--- config.mk ---
export PLATFORM = sky130hd
export DESIGN_NAME = af_hyst_flag_gen
export DESIGN_NICKNAME = d
export VERILOG_FILES = /design/src/rtl/af_pkg.sv /design/src/rtl/af_thr_clamp.sv /design/src/rtl/af_thr_bank.sv /design/src/rtl/af_hyst_core.sv /design/src/rtl/af_hyst_flag_gen.sv
export SDC_FILE = /design/constraint.sdc
export NUM_CORES = 1
export LEC_CHECK = 0
export ABC_AREA = 1
export BUFFER_PORTS_ARGS = -buffer_cell sky130_fd_sc_hd__buf_2
export CORE_ASPECT_RATIO = 0.6
export CORE_MARGIN = 2
export CORE_UTILIZATION = 30
export DETAILED_ROUTE_END_ITERATION = 6
export PLACE_DENSITY = 0.56
export RECOVER_POWER = 50
export SETUP_SLACK_MARGIN = 0.05
export SYNTH_ARGS = -nofsm -noshare
export SYNTH_HDL_FRONTEND = slang
export SYNTH_SLANG_ARGS = --single-unit
--- constraint.sdc ---
create_clock -name clk -period 1.53 [get_ports clk]
set_input_delay 0.153 -clock clk [delete_from_list [all_inputs] [get_ports clk]]
set_output_delay 0.153 -clock clk [all_outputs]
set_load 0.05 [all_outputs]
--- src/rtl/af_pkg.sv ---
package af_pkg;

  localparam int THR_W = 9;

  typedef logic [THR_W-1:0] thr_t;

  // Threshold pair in empty-location units: lo_mark raises, hi_mark releases.
  typedef struct packed {
    thr_t lo_mark;
    thr_t hi_mark;
  } af_thr_s;

  typedef enum logic {
    AF_CLEAR = 1'b0,
    AF_SET   = 1'b1
  } af_state_e;

endpackage

--- src/rtl/af_thr_clamp.sv ---
module af_thr_clamp
  import af_pkg::*;
#(
  parameter int THR_MIN = 1,
  parameter int THR_MAX = 508
) (
  input  af_thr_s raw_i,
  output af_thr_s eff_o
);

  localparam thr_t LIM_LO = thr_t'(THR_MIN);
  localparam thr_t LIM_HI = thr_t'(THR_MAX);

  thr_t on_eff;
  thr_t off_eff;

  // Raise threshold: bounded on both sides.
  always_comb begin
    if (raw_i.lo_mark < LIM_LO)      on_eff = LIM_LO;
    else if (raw_i.lo_mark > LIM_HI) on_eff = LIM_HI;
    else                             on_eff = raw_i.lo_mark;
  end

  // Release threshold: never below the effective raise threshold.
  always_comb begin
    if (raw_i.hi_mark < on_eff)      off_eff = on_eff;
    else if (raw_i.hi_mark > LIM_HI) off_eff = LIM_HI;
    else                             off_eff = raw_i.hi_mark;
  end

  assign eff_o.lo_mark = on_eff;
  assign eff_o.hi_mark = off_eff;

endmodule

--- src/rtl/af_thr_bank.sv ---
module af_thr_bank
  import af_pkg::*;
#(
  parameter int THR_MIN = 1,
  parameter int THR_MAX = 508,
  parameter int RST_ON  = 16,
  parameter int RST_OFF = 32
) (
  input  logic    clk,
  input  logic    rst_n,
  input  logic    enable_i,
  input  logic    cfg_wr_i,
  input  af_thr_s cfg_i,
  output af_thr_s act_o,
  output logic    armed_o
);

  af_thr_s shadow_q;
  af_thr_s shadow_eff;
  af_thr_s act_q;
  logic    armed_q;

  // Static registers: writes land only while disabled.
  always_ff @(posedge clk) begin
    if (!rst_n) begin
      shadow_q.lo_mark <= thr_t'(RST_ON);
      shadow_q.hi_mark <= thr_t'(RST_OFF);
    end else if (cfg_wr_i && !enable_i) begin
      shadow_q <= cfg_i;
    end
  end

  af_thr_clamp #(
    .THR_MIN (THR_MIN),
    .THR_MAX (THR_MAX)
  ) u_clamp (
    .raw_i (shadow_q),
    .eff_o (shadow_eff)
  );

  // Freeze the clamped pair on the first enabled sample.
  always_ff @(posedge clk) begin
    if (!rst_n) begin
      armed_q <= 1'b0;
      act_q   <= '0;
    end else begin
      armed_q <= enable_i;
      if (enable_i && !armed_q) act_q <= shadow_eff;
    end
  end

  assign act_o   = act_q;
  assign armed_o = armed_q;

  p_on_range_r2: assert property (@(posedge clk) disable iff (!rst_n)
    armed_q |-> (act_q.lo_mark >= thr_t'(THR_MIN)) && (act_q.lo_mark <= thr_t'(THR_MAX)));

  p_off_order_r3: assert property (@(posedge clk) disable iff (!rst_n)
    armed_q |-> (act_q.hi_mark >= act_q.lo_mark) && (act_q.hi_mark <= thr_t'(THR_MAX)));

  p_frozen_r6: assert property (@(posedge clk) disable iff (!rst_n)
    (armed_q && enable_i) |=> $stable(act_q));

  p_shadow_locked_r6: assert property (@(posedge clk) disable iff (!rst_n)
    enable_i |=> $stable(shadow_q));

  p_arm_r6: assert property (@(posedge clk) disable iff (!rst_n)
    (enable_i && !armed_q) |=> armed_q);

endmodule

--- src/rtl/af_hyst_core.sv ---
module af_hyst_core
  import af_pkg::*;
#(
  parameter int CNT_W = 10
) (
  input  logic             clk,
  input  logic             rst_n,
  input  logic             enable_i,
  input  logic             armed_i,
  input  af_thr_s          thr_i,
  input  logic [CNT_W-1:0] empty_cnt_i,
  output logic             af_o
);

  localparam int CMP_W = (CNT_W > THR_W) ? CNT_W : THR_W;

  logic [CMP_W-1:0] cnt_x;
  logic [CMP_W-1:0] on_x;
  logic [CMP_W-1:0] off_x;
  logic             hit_on;
  logic             hit_off;
  af_state_e        st_q;

  assign cnt_x   = CMP_W'(empty_cnt_i);
  assign on_x    = CMP_W'(thr_i.lo_mark);
  assign off_x   = CMP_W'(thr_i.hi_mark);
  assign hit_on  = (cnt_x <= on_x);
  assign hit_off = (cnt_x >= off_x);

  // Raise takes priority; between the marks the state is held.
  always_ff @(posedge clk) begin
    if (!rst_n)                    st_q <= AF_CLEAR;
    else if (!enable_i || !armed_i) st_q <= AF_CLEAR;
    else if (hit_on)               st_q <= AF_SET;
    else if (hit_off)              st_q <= AF_CLEAR;
  end

  assign af_o = (st_q == AF_SET);

  p_raise_r4: assert property (@(posedge clk) disable iff (!rst_n)
    (enable_i && armed_i && (cnt_x <= on_x)) |=> af_o);

  p_release_r5: assert property (@(posedge clk) disable iff (!rst_n)
    (enable_i && armed_i && (cnt_x > on_x) && (cnt_x >= off_x)) |=> !af_o);

  p_hold_r5: assert property (@(posedge clk) disable iff (!rst_n)
    (enable_i && armed_i && (cnt_x > on_x) && (cnt_x < off_x)) |=> $stable(af_o));

  p_off_clear_r7: assert property (@(posedge clk) disable iff (!rst_n)
    !enable_i |=> !af_o);

endmodule

--- src/rtl/af_hyst_flag_gen.sv ---
module af_hyst_flag_gen
  import af_pkg::*;
#(
  parameter int CNT_W   = 10,
  parameter int THR_MIN = 1,
  parameter int THR_MAX = 508,
  parameter int RST_ON  = 16,
  parameter int RST_OFF = 32
) (
  input  logic             clk,
  input  logic             rst_n,
  input  logic             enable_i,
  input  logic             cfg_wr_i,
  input  logic [8:0]       cfg_on_thr_i,
  input  logic [8:0]       cfg_off_thr_i,
  input  logic [CNT_W-1:0] empty_cnt_i,
  output logic             af_n_o,
  output logic             stop_req_o
);

  af_thr_s cfg_pair;
  af_thr_s act_pair;
  logic    armed;
  logic    af;

  assign cfg_pair.lo_mark = thr_t'(cfg_on_thr_i);
  assign cfg_pair.hi_mark = thr_t'(cfg_off_thr_i);

  af_thr_bank #(
    .THR_MIN (THR_MIN),
    .THR_MAX (THR_MAX),
    .RST_ON  (RST_ON),
    .RST_OFF (RST_OFF)
  ) u_bank (
    .clk      (clk),
    .rst_n    (rst_n),
    .enable_i (enable_i),
    .cfg_wr_i (cfg_wr_i),
    .cfg_i    (cfg_pair),
    .act_o    (act_pair),
    .armed_o  (armed)
  );

  af_hyst_core #(
    .CNT_W (CNT_W)
  ) u_core (
    .clk         (clk),
    .rst_n       (rst_n),
    .enable_i    (enable_i),
    .armed_i     (armed),
    .thr_i       (act_pair),
    .empty_cnt_i (empty_cnt_i),
    .af_o        (af)
  );

  assign af_n_o     = ~af;
  assign stop_req_o = af;

  p_stop_tracks_r9: assert property (@(posedge clk) disable iff (!rst_n)
    stop_req_o != af_n_o);

  p_reset_idle_r1: assert property (@(posedge clk)
    !rst_n |=> af_n_o);

endmodule

After elaboration in Yosys (flattened, before gate mapping)
Cells that the tools add are included.

word-level totals
  register bits = 38
  bits of input ports = 32
  output and inout bits = 2
  logic and storage cells = 27

cells by class
  order comparisons = 6
  multiplexer cells = 6
  bitwise operators = 2
  reductions and logical operators = 7

operators by type and width
  cell                  count
  $mux W9               4
  $gt A9 B9 Y1 const B  2
  $ge A10 B9 Y1         1
  $le A10 B9 Y1         1
  $lt A9 B1 Y1 const B  1
  $lt A9 B9 Y1          1
  $logic_and A1 B1 Y1   2
  $logic_not A1 Y1      2
  $mux W1               2
  $not A1 Y1            2
  $reduce_bool A2 Y1    1
  $reduce_or A2 Y1      1
  $logic_or A1 B1 Y1    1

Longest topological paths before layout
  depth after elaboration = 5
  depth in mapped cells = 14
  mapped depth without buffers = 14

Modules after synthesis
Synthesis repeated with hierarchy kept, for this count alone.

second synthesis, totals
  cells, all modules = 420
  area total of the unflattened synthesis = 2,622.5 um2

by module, submodules not included
  module            times used  cells each  area an instance (um2)
  af_thr_bank       1           234         1,564.0
  af_hyst_core      1           94          573.0
  af_thr_clamp      1           91          481.7
  af_hyst_flag_gen  1           1           3.8

Worst setup path before layout
Ideal clock, no wire load.

  kind = reg-to-reg
  start = register u_bank.shadow_q[17] (netlist name)
  end = register u_bank.act_q (netlist bit u_bank.act_o[0])
  library setup time = 0.120 ns
  arrival = 1.504 ns
  path slack = -0.094 ns
  cell stages (with the launch flop) = 15
  path buffers = 0
  path through = dfxtp_1 -> inv_2 -> nor2_1 -> nand3_1 -> nand2_1 -> ha_1 -> nand2_1 -> inv_1 -> o21ai_1 -> a21oi_2 -> nor2_8 -> nand2_4 -> nand2_1 -> nand3_1 -> a21oi_1

on the way
  cells in the longest elaborated chain, start to end = 5
  elaborated cells on any way between the ends = 6
  those cells by class = order compare (3); mux (3)

RTL lines
  element                   line                source
  start: declaration        af_thr_bank.sv:18   af_thr_s shadow_q;
  start signal: assignment  af_thr_bank.sv:29   shadow_q <= cfg_i;
  $gt A9 B9 Y1              af_thr_clamp.sv:20  else if (raw_i.lo_mark > LIM_HI) on_eff = LIM_HI;
  $mux W9                   af_thr_clamp.sv:20
  $mux W9 *                 af_thr_clamp.sv:19  if (raw_i.lo_mark < LIM_LO) on_eff = LIM_LO;
  $lt A9 B9 Y1              af_thr_clamp.sv:26  if (raw_i.hi_mark < on_eff) off_eff = on_eff;
  $mux W9 *                 af_thr_clamp.sv:26
  end signal: assignment    af_thr_bank.sv:48   if (enable_i && !armed_q) act_q <= shadow_eff;
  end: declaration          af_thr_bank.sv:20   af_thr_s act_q;

Mark *: on every way between the ends. The rest lies on a longest branch, timed or not.
A chain may end at the register's enable or synchronous reset.

Worst setup path after layout
  start = register u_bank.shadow_q[16] (netlist name)
  end = register u_bank.act_q (netlist bit u_bank.act_o[7])

Same word-level chain as after synthesis.

==> flow_metrics.py <==
metrics = {
    "cts": {
        "cts_hold_buf": 0,
        "clkTransAtPathRegs_ps": 60,
        "h-tree-depth": 2,
        "cts.sinks": 38,
        "insertion_delay_ps": 280,
        "cts_inserted_buffers": 5,
        "tritoncts": "built",
        "cts-root-buf": "clkbuf_16",
        "cts_max_path_buffers": 2,
    },
    "pwr": {
        "powerDensity_nw_per_um2": 1050,
        "irDropWorstVdd_mv": 0.340,
        "p_leak_nw": 1.39,
    },
    "worst_setup_path": {
        "path_cells": "buf_4 > inv_2 > ha_4 > nand4_1 > a21oi_4 > nor2_8 > nand2_4 > nand2_2 > nand3_2 > a21oi_2",
        "cp.required_ps": 1700,
        "end_kind": "flip-flop",
        "r2r_slack_ps": -250,
        "path_class": "flip-flop to flip-flop",
        "cp_max_fo": 6,
        "slowest_delay_ps": 330,
        "startpoint_type": "flip-flop",
        "rr_startpoint": "u_bank.shadow_q[16]",
        "worstPathArrival_ps": 1950,
        "reg2reg_to": "u_bank.act_o[7]",
        "critPathSlowestCell": "dfxtp_2",
        "r2r_cells": 10,
    },
    "final_layout": {
        "regArea_um2": 778,
        "layout.cells.most_common": "inv_1",
        "antenna_cells": 0,
        "drive_above_1_share_pct": 38.3,
        "multi_input_area_um2": 1440,
        "mostFrequentLayoutCells": "inv_1 (38), a21oi_1 (36), nand2_1 (35)",
        "nFillCells": 755,
        "fin_util_pct": 43.8,
        "nets": 433,
        "area_growth_pct": 42.9,
    },
    "timing": {
        "finalSetupViolCount": 10,
        "fin_crit_ps": 1780,
        "fmax_mhz": 563,
        "slew_viol_final": 0,
        "worst_hold_slack_ps": 81.9,
        "max_slew_margin_pct": 61.1,
        "rsz0062_at_grt": "yes",
        "hold_violations": 0,
        "skew_ps": 1.51,
        "fin_ws_ps": -245,
        "fin_crit_sh_pct": 116,
        "tightestPinTransition_ps": 586,
    },
    "detailed_routing": {
        "vias": 2221,
        "wl_per_cell_um": 13.3,
        "drt_iter0_markers": 102,
        "dr.pass1.iters": 4,
        "wl_mm": 6.21,
        "drc_errors": 0,
        "antenna_left": 0,
        "via_per_inst": 4.76,
    },
    "grt": {
        "grt_pass1_wl_mm": 10.1,
        "grt_start_max_net_pins": 28,
        "antenna_found_initial": 0,
        "grt_overflow": 0,
        "grt_pass1_vias": 2088,
        "grtUsageTotal_pct": 16.2,
    },
    "logic_synthesis": {
        "netlist_area_um2": 2210,
        "yosysUniqueCellTypes": 26,
        "syn_inst": 305,
        "seq_area_frac_synth_pct": 34.4,
        "synth_nets": 363,
        "synth_warnings": 0,
        "yosysTopAreaCell": "dfxtp_1",
        "synthTopCellsByArea": "dfxtp_1 (34%), ha_1 (15%), a21oi_1 (9.3%)",
        "syn_area_per_cell_um2": 7.24,
        "ys_ff_latch": 38,
        "synth_top_area_share_pct": 34.4,
    },
    "min_path": {
        "worstHoldEndpoint": "u_bank.shadow_q[13]",
        "worstHoldStart": "cfg_on_thr_i[4]",
        "holdPathStages": 3,
        "hold_path_class": "input port to flip-flop",
    },
    "placement": {
        "dpl.hpwl_mm": 4.55,
        "numPortBuffers": 33,
        "place_ws_ps": -353,
        "place.gp.congestion": 0.814,
    },
    "die": {
        "row_count": 24,
        "dieArea_um2": 8090,
        "die_h_um": 70.5,
        "chipWidth_um": 115,
        "io_pins": 34,
        "design.core.area_um2": 7210,
        "initial_core_util_pct": 30.7,
    },
    "status": {
        "outcome": "complete, but fails checks",
        "violations": "negative setup slack",
    },
    "flow_run": {
        "maxCapViolCount": 0,
    },
}
==> metal layers <==
layer,GRT usage [%],wire [um]
met5,0,0
met4,3.21,49
met3,4.43,420
met2,21.0,2390
met1,25.8,3350
==> where the power goes <==
group	switching (W)	internal, W
Combinational	0.000438	0.000348
Clock	0.000412	0.000978
Sequential	0.0000538	0.00107
Total	0.000904	0.00240
==> cell families after synthesis <==
family | count (synthesis) | synth area share (%)
fa+ha+maj | 26 | 14.7
simple gates | 101 | 21.0
compound gates | 79 | 18.8
buf+inv | 61 | 11.1
flops | 38 | 34.4
==> worst max-delay path: cells and delay by family, from the launching register on <==
kind,cells,cell delay [ps]
AOI/OAI and AO/OA,2,350
adders and majority gates,1,270
buffers and inverters,2,150
DFF,1,330
and+or+nand+nor,5,550
==> per-stage QoR <==
stage	power (W)	instance area, um^2	TNS (ps)	std cells
3_3_place_gp	0.00177	2660	-2700	450
3_5_place_dp	0.00178	2660	-3190	450
6_report	0.00330	3160	-1990	467
2_1_floorplan	0.00155	2210	-750	305
5_1_grt	0.00348	3160	-2860	467
4_1_cts	0.00324	3020	-2090	464
==> sequential cells by signal (all words and copies together) (netlist names) <==
name             cells
u_core.af_o          1
u_bank.act_o        18
u_bank.shadow_q     18
u_bank.armed_o       1
==> synthesized netlist by cell type (all sizes together) <==
| cell type | n |
|---|---|
| a21oi | 42 |
| buf | 5 |
| clkbuf | 3 |
| clkinv | 2 |
| dfxtp | 38 |
| ha | 26 |
| inv | 51 |
| nand2 | 51 |
| nand3 | 22 |
| nand3b | 1 |
| nand4 | 4 |
| nor2 | 22 |
| nor3 | 1 |
| o2111ai | 1 |
| o211ai | 4 |
| o21a | 1 |
| o21ai | 31 |
==> final cells by class <==
| type | instances | share of cell area, % |
|---|---|---|
| Clock inverter | 2 | 1.90 |
| Multi-Input combinational cell | 208 | 45.5 |
| Sequential cell | 38 | 24.7 |
| Clock buffer | 6 | 4.40 |
| Inverter | 53 | 6.38 |
| Tap cell | 91 | 3.61 |
| Timing Repair Buffer | 69 | 13.6 |
==> how the worst max path moves through the flow <==
stage,start,to
2_1_floorplan,u_bank.shadow_q[10],u_bank.act_o[1]
3_3_place_gp,u_bank.shadow_q[13],u_bank.act_o[3]
3_5_place_dp,u_bank.shadow_q[13],u_bank.act_o[7]
4_1_cts,u_bank.shadow_q[17],u_bank.act_o[7]
5_1_grt,u_bank.shadow_q[14],u_bank.act_o[7]
6_report,u_bank.shadow_q[16],u_bank.act_o[7]
==> repair_timing <==
action	CTS	global route
endpoints found under the setup margin	10	10
setup buffers	5	3
resized for setup	35	28
cloned	2	0
pin swaps	24	19
Power figures use the tool's default switching activity.
